==> src/rtl/gsb_pkg.sv <==
package gsb_pkg;
    localparam int ADDR_W = 16;
    localparam int DATA_W = 32;
    localparam int BE_W   = DATA_W / 8;

    typedef struct packed {
        logic [ADDR_W-1:0] addr;
        logic [DATA_W-1:0] data;
        logic [BE_W-1:0]   be;
    } store_t;

    typedef struct packed {
        logic [DATA_W-1:0] data;
        logic [BE_W-1:0]   be;
    } fwd_t;

    // Lay the enabled bytes of a store over an accumulated result.
    function automatic fwd_t overlay(fwd_t base, store_t s);
        fwd_t r;
        r = base;
        for (int b = 0; b < BE_W; b++) begin
            if (s.be[b]) begin
                r.data[8*b +: 8] = s.data[8*b +: 8];
                r.be[b]          = 1'b1;
            end
        end
        return r;
    endfunction
endpackage

==> src/rtl/gsb_ctrl.sv <==
module gsb_ctrl #(
    parameter int DEPTH = 8,
    localparam int IDX_W = $clog2(DEPTH),
    localparam int PTR_W = IDX_W + 1
) (
    input  logic             clk,
    input  logic             rst,
    input  logic             st_valid,
    input  logic             commit,
    input  logic             rollback,
    input  logic             drain,
    output logic             accept,
    output logic             full,
    output logic             has_final,
    output logic [IDX_W-1:0] head_idx,
    output logic [IDX_W-1:0] tail_idx,
    output logic [PTR_W-1:0] live
);
    logic [PTR_W-1:0] head_q, gate_q, tail_q;
    logic [PTR_W-1:0] final_cnt;

    assign live      = tail_q - head_q;
    assign final_cnt = gate_q - head_q;
    assign full      = (live == PTR_W'(DEPTH));
    assign has_final = (gate_q != head_q);
    assign accept    = st_valid && !full && !rollback;
    assign head_idx  = head_q[IDX_W-1:0];
    assign tail_idx  = tail_q[IDX_W-1:0];

    always_ff @(posedge clk) begin
        if (rst) begin
            head_q <= '0;
            gate_q <= '0;
            tail_q <= '0;
        end else begin
            head_q <= head_q + PTR_W'(drain);
            if (rollback) begin
                tail_q <= gate_q;
            end else begin
                tail_q <= tail_q + PTR_W'(accept);
                if (commit) gate_q <= tail_q;
            end
        end
    end

    assert_no_overflow_R7: assert property (@(posedge clk) disable iff (rst)
        live <= PTR_W'(DEPTH));
    assert_gate_inside_R3: assert property (@(posedge clk) disable iff (rst)
        final_cnt <= live);
    assert_stall_blocks_R7: assert property (@(posedge clk) disable iff (rst)
        full && !rollback |=> tail_q == $past(tail_q));
    assert_rollback_empties_R5: assert property (@(posedge clk) disable iff (rst)
        rollback |=> tail_q == gate_q);
endmodule

==> src/rtl/gsb_fwd.sv <==
module gsb_fwd
    import gsb_pkg::*;
#(
    parameter int DEPTH = 8,
    localparam int IDX_W = $clog2(DEPTH),
    localparam int PTR_W = IDX_W + 1
) (
    input  store_t            ent [DEPTH],
    input  logic [IDX_W-1:0]  head_idx,
    input  logic [PTR_W-1:0]  live,
    input  logic [ADDR_W-1:0] ld_addr,
    output fwd_t              result
);
    logic [IDX_W-1:0] idx;

    // Oldest to youngest: a younger hit overwrites the bytes it enables.
    always_comb begin
        result = '0;
        idx    = '0;
        for (int i = 0; i < DEPTH; i++) begin
            idx = head_idx + IDX_W'(i);
            if (PTR_W'(i) < live && ent[idx].addr == ld_addr)
                result = overlay(result, ent[idx]);
        end
    end
endmodule

==> src/rtl/gated_store_buffer.sv <==
module gated_store_buffer
    import gsb_pkg::*;
#(
    parameter int DEPTH = 8
) (
    input  logic              clk,
    input  logic              rst,
    input  logic              st_valid,
    input  logic [ADDR_W-1:0] st_addr,
    input  logic [DATA_W-1:0] st_data,
    input  logic [BE_W-1:0]   st_be,
    output logic              st_stall,
    input  logic              commit,
    input  logic              rollback,
    output logic              mem_valid,
    input  logic              mem_ready,
    output logic [ADDR_W-1:0] mem_addr,
    output logic [DATA_W-1:0] mem_data,
    output logic [BE_W-1:0]   mem_be,
    input  logic [ADDR_W-1:0] ld_addr,
    output logic [BE_W-1:0]   ld_fwd_be,
    output logic [DATA_W-1:0] ld_fwd_data
);
    localparam int IDX_W = $clog2(DEPTH);
    localparam int PTR_W = IDX_W + 1;

    store_t           slots [DEPTH];
    logic             accept, full, has_final, drain;
    logic [IDX_W-1:0] head_idx, tail_idx;
    logic [PTR_W-1:0] live;
    store_t           out_ent;
    fwd_t             fwd;

    assign drain = mem_valid && mem_ready;

    gsb_ctrl #(.DEPTH(DEPTH)) u_ctrl (
        .clk       (clk),
        .rst       (rst),
        .st_valid  (st_valid),
        .commit    (commit),
        .rollback  (rollback),
        .drain     (drain),
        .accept    (accept),
        .full      (full),
        .has_final (has_final),
        .head_idx  (head_idx),
        .tail_idx  (tail_idx),
        .live      (live)
    );

    always_ff @(posedge clk) begin
        if (accept) slots[tail_idx] <= '{addr: st_addr, data: st_data, be: st_be};
    end

    gsb_fwd #(.DEPTH(DEPTH)) u_fwd (
        .ent      (slots),
        .head_idx (head_idx),
        .live     (live),
        .ld_addr  (ld_addr),
        .result   (fwd)
    );

    assign out_ent     = slots[head_idx];
    assign st_stall    = full;
    assign mem_valid   = has_final;
    assign mem_addr    = out_ent.addr;
    assign mem_data    = out_ent.data;
    assign mem_be      = out_ent.be;
    assign ld_fwd_be   = fwd.be;
    assign ld_fwd_data = fwd.data;

    assert_hold_payload_R4: assert property (@(posedge clk) disable iff (rst)
        mem_valid && !mem_ready |=> mem_valid && $stable(mem_addr)
                                    && $stable(mem_data) && $stable(mem_be));
    assert_rollback_keeps_final_R6: assert property (@(posedge clk) disable iff (rst)
        rollback && mem_valid && !mem_ready |=> mem_valid);
    assert_empty_after_reset_R1: assert property (@(posedge clk)
        $past(rst) |-> !mem_valid && !st_stall);
endmodule

==> config.mk <==
export PLATFORM = sky130hd
export DESIGN_NAME = gated_store_buffer
export DESIGN_NICKNAME = d
export VERILOG_FILES = /design/src/rtl/gsb_pkg.sv /design/src/rtl/gsb_ctrl.sv /design/src/rtl/gsb_fwd.sv /design/src/rtl/gated_store_buffer.sv
export SDC_FILE = /design/constraint.sdc
export NUM_CORES = 1
export LEC_CHECK = 0
export BUFFER_PORTS_ARGS = -buffer_cell sky130_fd_sc_hd__buf_4
export CORE_AREA = 2 2 297 299
export CTS_CLUSTER_DIAMETER = 40
export DETAILED_ROUTE_END_ITERATION = 6
export DIE_AREA = 0 0 299 301
export GPL_TIMING_DRIVEN = 0
export PLACE_DENSITY = 0.72
export SETUP_SLACK_MARGIN = 0.4
export SYNTH_ARGS = -nofsm -noshare
export SYNTH_HDL_FRONTEND = slang
export SYNTH_HIERARCHICAL = 1
export SYNTH_SLANG_ARGS = --single-unit
==> constraint.sdc <==
create_clock -name clk -period 7.6 [get_ports clk]
set_input_delay 0.38 -clock clk [delete_from_list [all_inputs] [get_ports clk]]
set_output_delay 0.38 -clock clk [all_outputs]
set_load 0.02 [all_outputs]
---- Word-level counts from Yosys, hierarchy flattened ----
Cells that the tools add are included.
storage, ports and cells
  input bits .............................. 74
  output and inout bits ................... 90
  register bits after elaboration ......... 428
cells by class
  reduce and logical (&&, ||, !) cells .... 15
  order comparisons ....................... 18
  add/sub/neg operators ................... 10
  equality and inequality tests ........... 10
  bitwise logic cells ..................... 10
  muxes and demuxes ....................... 100
operators by type and width
  cell                                                       number
  binary-select mux 52 bit (select 3 bit)                    8
  2-to-1 mux 52 bit                                          17
  bitwise mux 416 bit                                        1
  2-to-1 mux 36 bit                                          8
  2-to-1 mux 8 bit                                           32
  demux 52 bit (select 3 bit)                                1
  equality test 16 bit                                       8
  greater-or-equal comparator 4 bit (second input constant)  9
  inverter 3 -> 4 bit                                        9
  2-to-1 mux 1 bit                                           32
  < comparator 3 x 4 -> 1 bit (first input constant)         4
  adder 3 bit (second input constant)                        4
  logical AND 1 bit                                          12
  adder 4 x 1 -> 4 bit                                       2
  < comparator 1 x 4 -> 1 bit (first input constant)         2
  < comparator 2 x 4 -> 1 bit (first input constant)         2
  adder 3 x 2 -> 3 bit (second input constant)               2
  equality test 4 bit (second input constant)                1
  < comparator 4 x 1 -> 1 bit (second input constant)        1
  2-to-1 mux 4 bit                                           1
  != test 4 bit                                              1
  subtractor 4 bit                                           1
  adder 3 x 1 -> 3 bit (second input constant)               1
  logical NOT 1 bit                                          2
  2 further kinds                                            2

---- Depth between registers and ports, before layout ----
  depth in word-level cells ............... 21
  mapped depth ............................ 27
  gate-level depth less buffers ........... 13

---- Cells and area by module ----
Netlist, hierarchy kept.
by module, submodules not included
  module              sequential area each (µm²)  cells an instance  area each (µm²)  times used
  gsb_fwd             0.0                         2350               22306.4          1
  gated_store_buffer  12492.0                     616                15706.3          1
  gsb_ctrl            240.2                       78                 726.9            1

---- Worst setup path after synthesis ----
No wires, ideal clock.
  path type ............................... reg2reg
  start ................................... register u_ctrl.head_q[0]
  end ..................................... register slots[260] (netlist bit), enable pin
  arrival time ............................ 5478 ps
  stages on the path, launching flop included .. 9
  clock period less this slack ............ 6004 ps
  setup time .............................. 526 ps
  data required time ...................... 7074 ps
  setup slack ............................. 1596 ps
  cell sequence ........................... dfxtp_1 ha_1 inv_1 fa_1 xor2_1 nor3_1 a311oi_1 nand2_1 nor3_1
on the way
  cells in the longest elaborated chain, start to end .. 5
RTL lines
  what                            RTL line                  text
  start, declared                 gsb_ctrl.sv:19            logic [PTR_W-1:0] head_q, gate_q, tail_q;
  start signal, assigned          gsb_ctrl.sv:36            head_q <= head_q + PTR_W'(drain);
  subtractor 4 bit                gsb_ctrl.sv:22            assign live = tail_q - head_q;
  via live[2]                     gated_store_buffer.sv:30  logic [PTR_W-1:0] live;
  equality test 4 bit             gsb_ctrl.sv:24            assign full = (live == PTR_W'(DEPTH));
  logical NOT 1 bit               gsb_ctrl.sv:26            assign accept = st_valid && !full && !rollback;
  logical AND 1 bit (2 in a row)  gsb_ctrl.sv:26
  via accept                      gated_store_buffer.sv:28  logic accept, full, has_final, drain;
  end signal, assigned by index   gated_store_buffer.sv:52  if (accept) slots[tail_idx] <= '{addr: st_addr, data: st_data, be: st_be};
  end, declared                   gated_store_buffer.sv:27  store_t slots [DEPTH];
The timed path passes the listed nets, and every way through them passes these cells.
A chain may end at the register's enable or synchronous reset.

---- Final worst setup path ----
  start ................................... register u_ctrl.head_q[0]
  end ..................................... output port ld_fwd_data[28]
on the way
  cells in the longest elaborated chain, start to end .. 21
RTL lines
  what                                                                           RTL line                  text
  parallel branches: the longest is 20 deep, another holds adder 3 x 1 -> 3 bit  --
  2-to-1 mux 36 bit (*)                                                          gsb_fwd.sv:22             if (PTR_W'(i) < live && ent[idx].addr == ld_addr)
  end, declared                                                                  gated_store_buffer.sv:22  output logic [DATA_W-1:0] ld_fwd_data
Mark *: on every way between the ends. The select of a mux whose other input is x is not followed.

==> qor.csv <==
metric,value,unit
status,"finished, violations left",
violations,"design-rule violations, max-capacitance violations, max-slew violations",
p_leak,14.5,nW
yosysTopAreaCell,edfxtp_1,
num_vias,35200,
syn2layout_area_growth,17.7,%
io_pins,164,
drc_errors,3,
period_needed,7310,ps
synthDistinctLibCells,91,
synth_seq_cells,428,
io_buffer_count,156,
rsz0062_at_grt,no,
grt_use_total,39.8,%
clk_pin_slew,50,ps
synth_top_family_by_area,multiplexers,
die_h,301,um
reg2reg_slack,3250,ps
path_buf_inv,15,
hold_class,in2reg,
pwr_density_cell,158,nW/um^2
place_inst,4385,
min_from,rollback,
finalNetCount,3466,
slowest_stage,mux4_2,
antenna_found_initial,7,
grt_pass1_wl,253000,um
critPathCaptureType,output port,
via_per_inst,7.66,
ir_drop,0.164,mV
synth_area_leaders,"edfxtp_1, mux4_2, mux2i_1, nand2_1, mux2_2",
grt_max_degree,23,
drive_above_1_share,37.5,%
fillers,7362,
ys_seq_area_share,32.9,%
cts_tree,built,
r2r-end,slots[284]$_DFFE_PP_,
syn_area,38700,um^2
ant_nets,0,
ys_warn_count,6,
synthXorXnorAreaFrac,3.30,%
drt_iter0_drc,6545,
synthAdderAreaFrac,0.342,%
synth_mux_area_share,38.8,%
gp_routability_congestion,1.07,
dp_hpwl,131000,um
firstDrtPassIters,7,
synth_cells,3044,
slew_headroom,-5.31,%
rows,108,
cts_htree_levels,3,
wl_per_cell,39.6,um
cp-start-kind,flop,
finalHoldViolCount,0,
final_area,45600,um^2
critPathMaxStageDelay,520,ps
die-area,90000,um^2
cp_top_family,buffers and inverters,
synth_simple_gate_area_share,10.4,%
comb_power_share,19.9,%
p_switching,0.00217,W
initial_utilization,44.8,%
r2r_cells,13,
clk_latency,660,ps
fin_total_pwr,0.00719,W
die_w,299,um
slew_viol_final,31,
netlist.area_leader.share,32.2,%
setup_tns,0,ps
ys.flop_type,edfxtp_1,
path_max_fanout,10,
fmax,0.137,GHz
cap_violations,3,
reg2reg_from,u_ctrl/tail_q[0]$_SDFF_PP0_,
worstHoldPathCells,2,
cts.sinks,428,
critPathArrivalTime,6930,ps
intPower,0.00501,W
finalSetupViolCount,0,
cts_made_buffers,66,
swShare,30.3,%
utilization,52.7,%
root_buffer,clkbuf_16,
hold_path_end,u_ctrl/tail_q[3]$_SDFF_PP0_,
p_seq_share,36.7,%
synthArstFlopShare,0,%
grt-ovfl-total,0,
routed_wl,182000,um
synth-compound-area-share,9.27,%
synth_edf_count,416,
first_global_vias,32900,
worstPathRequired,7220,ps
instances_no_fill,4594,
synth_nets,3128,
fin_crit_sh,96.2,%
worstMarginPinSlew,1580,ps
coreArea,86500,um^2
path_class,reg2out,
syn_area_per_cell,12.7,um^2
fin_worst_skew,34.6,ps
place_area,41900,um^2
clk_path_buf_depth,3,
clock_power_share,43.4,%
kinds of logic (layout without fill, tap and decap cells):
logic type / Yosys count / in the layout
multiplexers: 833 / 833
AND/OR/NAND/NOR: 784 / 784
AO/OA/AOI/OAI: 486 / 486
flip-flops: 428 / 428
buffers and inverters: 359 / 750
XOR/XNOR: 144 / 144
adder cells (fa/ha/maj): 10 / 10
other: 0 / 4
flip-flops by register name, summed over array words and instances (netlist names):
signal and count:
slots 416, u_ctrl/gate_q 4, u_ctrl/tail_q 4, u_ctrl/head_q 4
per-stage QoR:
step	setup WS, ps	hold slack [ps]
2_1_floorplan	1600	452
3_3_place_gp	-4060	531
3_5_place_dp	-1170	539
4_1_cts	400	96.1
5_1_grt	254	134
6_report	287	120
layer usage:
metal	wire (um)	global-route usage, %
met1	65900	53.7
met2	73700	54.9
met3	30800	17.1
met4	11300	19.5
met5	215	0.317
synthesized netlist by cell type, types with 37 or more instances:
library cell,number
mux2_2,133
a21oi_1,117
mux2i_1,176
nand2_1,410
mux4_2,516
nor2_1,37
inv_1,43
o22ai_1,41
xnor2_1,110
clkbuf_1,109
nor3_1,66
nand4_1,58
buf_4,44
a22oi_1,41
buf_2,99
a31oi_1,38
o211ai_1,39
edfxtp_1,416
timing repair:
action / 4_1_cts / 5_1_grt
hold buffers: 53 / 0
buffers inserted: 18 / 12
setup endpoints to repair: 36 / 36
pin swaps: 12 / 12
gates resized for setup: 89 / 56
endpoints found under the hold margin: 411 / 0
cell usage in the layout (no fill, tap or decap), types with 36 or more instances in the layout:
cell type,n
buf_4,225
clkbuf_1,89
nor3_1,64
mux2_2,133
a31oi_1,36
edfxtp_1,416
o22ai_1,41
a21oi_1,117
mux4_2,516
nand4_1,58
inv_1,42
clkbuf_16,68
a22oi_1,39
xnor2_1,97
mux2i_1,171
dlygate4sd3_1,53
nand2_1,409
o211ai_1,39
buf_2,103
cell type report:
type | instances | area, um^2 | area share (%)
multi-input cells | 2257 | 24500 | 53.8
plain buffers | 310 | 1930 | 4.24
well taps | 1155 | 1450 | 3.17
clock inverters | 51 | 551 | 1.21
diodes | 4 | 10.0 | 0.0219
inverters | 49 | 193 | 0.422
repair buffers | 270 | 2490 | 5.45
flip-flops and latches | 428 | 12700 | 27.9
clock buffers | 70 | 1710 | 3.75
worst max path at each step:
stage,endpoint,cells past startpoint,start,slack (ps)
global placement,slots[284]$_DFFE_PP_,8,u_ctrl/head_q[0]$_SDFF_PP0_,-4060
detailed placement,ld_fwd_data[30],22,u_ctrl/head_q[0]$_SDFF_PP0_,-1170
global route,ld_fwd_data[26],24,u_ctrl/head_q[0]$_SDFF_PP0_,250
floorplan,slots[260]$_DFFE_PP_,8,u_ctrl/head_q[0]$_SDFF_PP0_,1600
CTS,ld_fwd_data[28],24,u_ctrl/head_q[0]$_SDFF_PP0_,400
finish,ld_fwd_data[28],25,u_ctrl/head_q[0]$_SDFF_PP0_,290
worst reg2reg max path: stages, from the launching register on:
cell	delay, ps
dfxtp_1	340
inv_1	80
ha_1	160
inv_1	50
fa_1	370
xor2_1	430
nor3_1	120
a311oi_1	540
nand2_1	360
nor3_2	830
buf_6	270
buf_8	180
buf_6	180
buf_6	170
power groups by stage:
stage	sequential, W	combinational [W]	clock [W]
2_1_floorplan	0.00268	0.000805	0
3_3_place_gp	0.00269	0.00127	0
3_5_place_dp	0.00269	0.00128	0
4_1_cts	0.00264	0.00135	0.00314
5_1_grt	0.00264	0.00145	0.00325
6_report	0.00264	0.00143	0.00312
No activity file was read; power rests on OpenSTA's default activity.
